$ cat config.mk
export PLATFORM = sky130hd
export DESIGN_NAME = fp_cmd_sequencer
export DESIGN_NICKNAME = d
export VERILOG_FILES = /design/src/rtl/fp_seq_pkg.sv /design/src/rtl/fp_key_encoder.sv /design/src/rtl/fp_tick_gen.sv /design/src/rtl/fp_step_decode.sv /design/src/rtl/fp_cmd_sequencer.sv
export SDC_FILE = /design/constraint.sdc
export NUM_CORES = 1
export LEC_CHECK = 0
export BUFFER_PORTS_ARGS = -buffer_cell sky130_fd_sc_hd__clkbuf_2
export CAP_MARGIN = 20
export CORE_MARGIN = 1.5
export CORE_UTILIZATION = 50
export CTS_CLUSTER_DIAMETER = 80
export DETAILED_ROUTE_END_ITERATION = 6
export PLACE_DENSITY = 0.79
export SLEW_MARGIN = 20
export SYNTH_ARGS = -nofsm -noshare
export SYNTH_HDL_FRONTEND = slang
export SYNTH_SLANG_ARGS = --single-unit
$ cat constraint.sdc
create_clock -name clk -period 2.46 [get_ports clk]
set_input_delay 0.246 -clock clk [delete_from_list [all_inputs] [get_ports clk]]
set_output_delay 0.246 -clock clk [all_outputs]
set_load 0.01 [all_outputs]
$ cat src/rtl/fp_seq_pkg.sv
package fp_seq_pkg;
  localparam int NCMD   = 8;
  localparam int CODE_W = 4;
  localparam int STEP_W = 4;
  localparam int ADDR_W = CODE_W + STEP_W;
  localparam logic [CODE_W-1:0] CODE_NONE = 4'hF;
  localparam logic [ADDR_W-1:0] PARK_ADDR = 8'o177;

  typedef struct packed {
    logic [NCMD-1:0] strobe;
    logic            pulse;
    logic            last;
  } step_act_t;

  // Active-low upper address code of each command (index = switch line).
  function automatic logic [CODE_W-1:0] code_of(input int idx);
    case (idx)
      0: code_of = 4'b0111;
      1: code_of = 4'b1011;
      2: code_of = 4'b1101;
      3: code_of = 4'b1110;
      4: code_of = 4'b0011;
      5: code_of = 4'b1001;
      6: code_of = 4'b1100;
      7: code_of = 4'b1010;
      default: code_of = CODE_NONE;
    endcase
  endfunction

  // Strobe set per command, bit i = S(i+1).
  function automatic logic [NCMD-1:0] mask_of(input int idx);
    case (idx)
      0: mask_of = 8'hD3;
      1: mask_of = 8'hD0;
      2: mask_of = 8'h61;
      3: mask_of = 8'hF1;
      4: mask_of = 8'hDC;
      5: mask_of = 8'h5D;
      6: mask_of = 8'h7E;
      7: mask_of = 8'hDE;
      default: mask_of = 8'h00;
    endcase
  endfunction

  function automatic int pulses_of(input int idx);
    case (idx)
      0: pulses_of = 3;
      1: pulses_of = 1;
      2: pulses_of = 0;
      3: pulses_of = 1;
      default: pulses_of = 6;
    endcase
  endfunction
endpackage

$ cat src/rtl/fp_key_encoder.sv
module fp_key_encoder
  import fp_seq_pkg::*;
(
  input  logic              clk,
  input  logic              rst,
  input  logic [NCMD-1:0]   key_n,
  output logic [CODE_W-1:0] code,
  output logic              press
);
  logic [NCMD-1:0]   down;
  logic              any_down;
  logic              any_q;
  logic [CODE_W-1:0] code_c;

  assign down     = ~key_n;
  assign any_down = |down;

  // Lowest index wins: scan from the top so the last hit is the lowest.
  always_comb begin
    code_c = CODE_NONE;
    for (int i = NCMD - 1; i >= 0; i--) begin
      if (down[i]) code_c = code_of(i);
    end
  end

  always_ff @(posedge clk) begin
    if (rst) begin
      code  <= CODE_NONE;
      any_q <= 1'b0;
      press <= 1'b0;
    end else begin
      code  <= code_c;
      any_q <= any_down;
      press <= any_down && !any_q;
    end
  end

  p_idle_code_r1: assert property (@(posedge clk) disable iff (rst)
    (key_n == '1) |=> (code == CODE_NONE));
  p_press_valid_r2: assert property (@(posedge clk) disable iff (rst)
    press |-> (code != CODE_NONE));
  p_single_press_r9: assert property (@(posedge clk) disable iff (rst)
    press |=> !press);
endmodule

$ cat src/rtl/fp_tick_gen.sv
module fp_tick_gen #(
  parameter int DIV = 8_000_000
) (
  input  logic clk,
  input  logic rst,
  input  logic run_en,
  input  logic hold,
  output logic tick
);
  localparam int W = (DIV > 1) ? $clog2(DIV) : 1;
  localparam logic [W-1:0] LAST = W'(DIV - 1);

  logic [W-1:0] cnt;

  always_ff @(posedge clk) begin
    if (rst || !run_en) begin
      cnt <= '0;
    end else if (!hold) begin
      cnt <= (cnt == LAST) ? '0 : cnt + 1'b1;
    end
  end

  assign tick = run_en && !hold && (cnt == LAST);

  generate
    if (DIV > 1) begin : g_gap
      p_tick_gap_r4: assert property (@(posedge clk) disable iff (rst)
        tick |=> !tick);
    end
  endgenerate
endmodule

$ cat src/rtl/fp_step_decode.sv
module fp_step_decode
  import fp_seq_pkg::*;
(
  input  logic [ADDR_W-1:0] addr,
  output step_act_t         act
);
  int step;
  int nstr;
  int total;
  int rank;
  logic found;

  always_comb begin
    act   = '0;
    found = 1'b0;
    step  = int'(addr[STEP_W-1:0]);
    nstr  = 0;
    total = 0;
    rank  = 0;
    for (int c = 0; c < NCMD; c++) begin
      if (addr[ADDR_W-1:STEP_W] == code_of(c)) begin
        found = 1'b1;
        nstr  = $countones(mask_of(c));
        total = nstr + pulses_of(c);
        rank  = 0;
        for (int i = 0; i < NCMD; i++) begin
          if (mask_of(c)[i]) begin
            if (rank == step) act.strobe[i] = 1'b1;
            rank = rank + 1;
          end
        end
        act.pulse = (step >= nstr) && (step < total);
        act.last  = (step >= total);
      end
    end
    if (!found) act.last = 1'b1;
  end

  always_comb begin
    p_decode_excl_r7: assert ($onehot0({act.strobe, act.pulse, act.last}));
  end
endmodule

$ cat src/rtl/fp_cmd_sequencer.sv
module fp_cmd_sequencer
  import fp_seq_pkg::*;
#(
  parameter int TICK_DIV = 8_000_000
) (
  input  logic              clk,
  input  logic              rst,
  input  logic [NCMD-1:0]   key_n,
  input  logic              cpu_run,
  output logic [NCMD-1:0]   strobe,
  output logic              step_pulse,
  output logic [ADDR_W-1:0] seq_addr,
  output logic [CODE_W-1:0] cmd_code,
  output logic              seq_clr,
  output logic              seq_busy
);
  logic      press;
  logic      tick;
  step_act_t act;

  fp_key_encoder i_keys (
    .clk   (clk),
    .rst   (rst),
    .key_n (key_n),
    .code  (cmd_code),
    .press (press)
  );

  fp_tick_gen #(.DIV(TICK_DIV)) i_tick (
    .clk    (clk),
    .rst    (rst),
    .run_en (seq_busy),
    .hold   (cpu_run),
    .tick   (tick)
  );

  fp_step_decode i_dec (
    .addr (seq_addr),
    .act  (act)
  );

  always_ff @(posedge clk) begin
    if (rst) begin
      seq_addr   <= PARK_ADDR;
      seq_busy   <= 1'b0;
      seq_clr    <= 1'b0;
      strobe     <= '0;
      step_pulse <= 1'b0;
    end else begin
      seq_clr    <= 1'b0;
      strobe     <= '0;
      step_pulse <= 1'b0;
      if (!seq_busy) begin
        if (press && !cpu_run) begin
          seq_addr <= {cmd_code, {STEP_W{1'b0}}};
          seq_busy <= 1'b1;
          seq_clr  <= 1'b1;
        end
      end else if (tick) begin
        if (act.last) begin
          seq_addr <= PARK_ADDR;
          seq_busy <= 1'b0;
        end else begin
          strobe              <= act.strobe;
          step_pulse          <= act.pulse;
          seq_addr[STEP_W-1:0] <= seq_addr[STEP_W-1:0] + 1'b1;
        end
      end
    end
  end

  p_clr_start_r3: assert property (@(posedge clk) disable iff (rst)
    seq_clr |-> (seq_busy && seq_addr[STEP_W-1:0] == '0));
  p_run_quiet_r4: assert property (@(posedge clk) disable iff (rst)
    cpu_run |=> (strobe == '0 && !step_pulse && !seq_clr));
  p_run_no_start_r4: assert property (@(posedge clk) disable iff (rst)
    (cpu_run && !seq_busy) |=> !seq_busy);
  p_one_strobe_r7: assert property (@(posedge clk) disable iff (rst)
    $onehot0(strobe));
  p_strobe_not_pulse_r7: assert property (@(posedge clk) disable iff (rst)
    !((strobe != '0) && step_pulse));
  p_park_r8: assert property (@(posedge clk) disable iff (rst)
    $fell(seq_busy) |-> (seq_addr == PARK_ADDR));
  p_park_hold_r8: assert property (@(posedge clk) disable iff (rst)
    (!seq_busy && !press) |=> (seq_addr == PARK_ADDR));
  p_code_locked_r9: assert property (@(posedge clk) disable iff (rst)
    (seq_busy && !seq_clr && $past(seq_busy)) |-> $stable(seq_addr[ADDR_W-1:STEP_W]) || (seq_addr == PARK_ADDR));
endmodule

==> results.txt <==
Status: complete, no violations
Post-Synthesis Cells: 318
Slowest CP cell: a2111o_1
Hold_buf cts: 0
Share of layout cells above drive strength 1: 17.9%
Clk_lat worst skew: 0.30 ns
Min-delay worst type: primary input to register
Fin Setup TNS: 0 ns
Synth warnings: 0
Fmax: 432 MHz
Data required, critical path: 2.67 ns
Via-to-Cell Ratio: 5.67
Hold depth: 2
Clk_skew: 0.00988 ns
Synth area leader: dfxtp_1
Multi-input logic area: 1570 um2
Vias in the first global route: 2150
Synth top area share: 36.6%
Storage element area: 961 um2
Syn nets: 334
Rel. slew slack: 61.8%
Launch point of the worst reg-to-reg path: i_tick.cnt[11]
CTS Buffer Depth: 2
PD cells: 500 nW/um2
Core area: 5070 um2
Routed Antenna Nets: 0
Final Critical Period: 2.32 ns
Area Growth Syn to Fin: 16.0%
Largest net degree at the start of global routing: 20
Horiz. Die Dim: 75.5 um
EDFF count, synth: 0
CTS resizes: 0
Initial antenna violation count: 0
First-pass GRT wire length: 9870 um
CTS tree: done
Fin. Hold Viols: 0
Worst-Margin Slew: 0.570 ns
Initial DRC Count: 236
Yosys cell types: 55
Hold path start: key_n[2]
Slowest stage delay, CP: 0.55 ns
Worst-path clk slew: 0.09 ns
WL final: 5790 um
Final worst-path cycle share: 94.1%
I/O Buffers: 33
Critical path, cell by cell: nor4b_2 -> nand4_1 -> or4_4 -> a2111o_1 -> nor4b_4
R2r endpoint: strobe[7]
Max-Cap Viols: 0
Top cells by count, synth: 48 x dfxtp_1, 38 x nand2_1, 38 x nor2_1, 20 x nand3_1, 20 x xor2_1
CP max FO: 9
Remaining Overflow, GRT: 0
Sequential share of the synthesized area: 36.6%
Num rows: 26
Fillers: 470
Die H: 75.5 um
Critical path class: register to register
DRC viols: 0
Top_reg_cell synth: dfxtp_1
Antenna Cells: 0
First-pass iteration count of the detailed router: 4
Count leader, synth: dfxtp_1
Postcts setup bufs: 0
CTS Root Cell: clkbuf_8
Mean area per synthesized cell: 8.26 um2
CP arrival: 2.53 ns
Worst Reg2Reg Path Length in Cells: 5
Post-route non-filler standard cell count: 433
Finish-stage setup viols: 0
Startpoint Class: register
Per-cell routed wire length: 13.4 um
RSZ-0062 raised after global routing: no
Via count: 2457
Yosys reg bits: 48
R2R Setup Slk: 0.14 ns
Final GP Congestion: 0.974
Layout net count: 378
Largest cells by area after synthesis: dfxtp_1 37%, xor2_1 6.7%, nand2_1 5.4%
Max-slew violations: 0
GRT Util Overall: 22.0%
HPWL Detailed: 4180 um
Die area: 5700 um2
Max rail drop VDD: 0.387 mV
CTS sink cnt: 48
Hold EP: i_keys.code[0]
H-tree depth: 2
Worst Setup End Kind: register
Synth Cell Area: 2630 um2
LEAKAGE: 1.15 nW
Starting Density: 51.8%
# IOs: 34
Inst Count DP: 425
Num CTS Buffers: 5
Async SR Flop Fraction: 0%
per-stage QoR:
step | power (mW) | hold WS, ns | util, % | worst slack, ns | area (um2)
finish | 1.52 | 0.151 | 60.1 | 0.144 | 3050
global route | 1.60 | 0.145 | 60.1 | 0.000378 | 3050
CTS | 1.53 | 0.146 | 60.1 | 0.137 | 3050
detailed placement | 0.987 | 0.375 | 58.0 | 0.191 | 2940
global placement | 0.983 | 0.371 | 58.0 | 0.268 | 2940
floorplan | 0.922 | 0.318 | - | 0.0999 | 2630
layout by cell type, fill, tap and decap left out, drive strengths merged, types with 2 or more instances in the layout:
master,n
nor4,2
dfxtp,48
nor2b,10
o311ai,3
and4,3
and3b,2
and2,4
o21a,3
nand2b,4
a31oi,4
o221ai,3
o22ai,5
buf,17
clkbuf,39
nor3,3
nand3b,2
nand4,8
o211ai,4
nand2,38
ha,5
a21oi,12
nand3,20
o21ai,13
nor4b,5
xor2,20
xnor2,4
inv,9
nor2,38
and3,5
a211oi,8
final cells by class:
type                            instances  share of cell area, %
Timing Repair Buffer                   50                   9.60
Sequential cell                        48                   31.5
Multi-Input combinational cell        248                   51.4
Tap cell                               70                   2.87
Inverter                                9                   1.11
Clock inverter                          2                   1.15
Clock buffer                            6                   2.38
report_power, final:
| part | internal [mW] | leakage [nW] | switching (mW) |
|---|---|---|---|
| registers | 0.789 | 0.389 | 0.0131 |
| logic | 0.0672 | 0.705 | 0.103 |
| clock network | 0.302 | 0.0552 | 0.249 |
how the worst max path moves through the flow:
stage | cells past startpoint | from | endpoint | slack (ns)
after global routing | 7 | seq_addr[0] | strobe[7] | 0.0004
after CTS | 5 | i_tick.cnt[11] | strobe[7] | 0.14
after global placement | 7 | seq_addr[0] | strobe[7] | 0.27
final | 5 | i_tick.cnt[11] | strobe[7] | 0.14
after floorplan | 8 | seq_addr[0] | strobe[7] | 0.1
after detailed placement | 5 | i_tick.cnt[11] | strobe[7] | 0.19
state kept, by name (all words and copies together), names as in the netlist:
register      count
step_pulse        1
seq_clr           1
i_keys.any_q      1
i_keys.press      1
seq_busy          1
strobe            8
i_keys.code       4
seq_addr          8
i_tick.cnt       23
metal layers:
metal / vias to the layer above / wire, um / track usage (%)
met2: 75 / 2620 / 33.6
li1: 1235 / - / -
met4: 0 / 96 / 6.94
met3: 15 / 294 / 5.16
met1: 1132 / 2770 / 30.9
met5: - / 0 / 0
kinds of logic (layout without fill, tap and decap cells):
kind of cell / Yosys count / in the layout / synth area share [%]
xor+xnor: 24 / 24 / 8.00
simple gates: 151 / 151 / 30.6
flops: 48 / 48 / 36.6
compound gates: 67 / 67 / 18.3
fa+ha+maj: 5 / 5 / 2.38
mux: 1 / 1 / 0.381
buf+inv: 22 / 67 / 3.81
critical path: cells and delay by family, from the launching register on:
family	cells	cell delay [ns]
simple gates	4	1.29
compound gates	1	0.55
flops	1	0.38
Power figures use the tool's default switching activity.
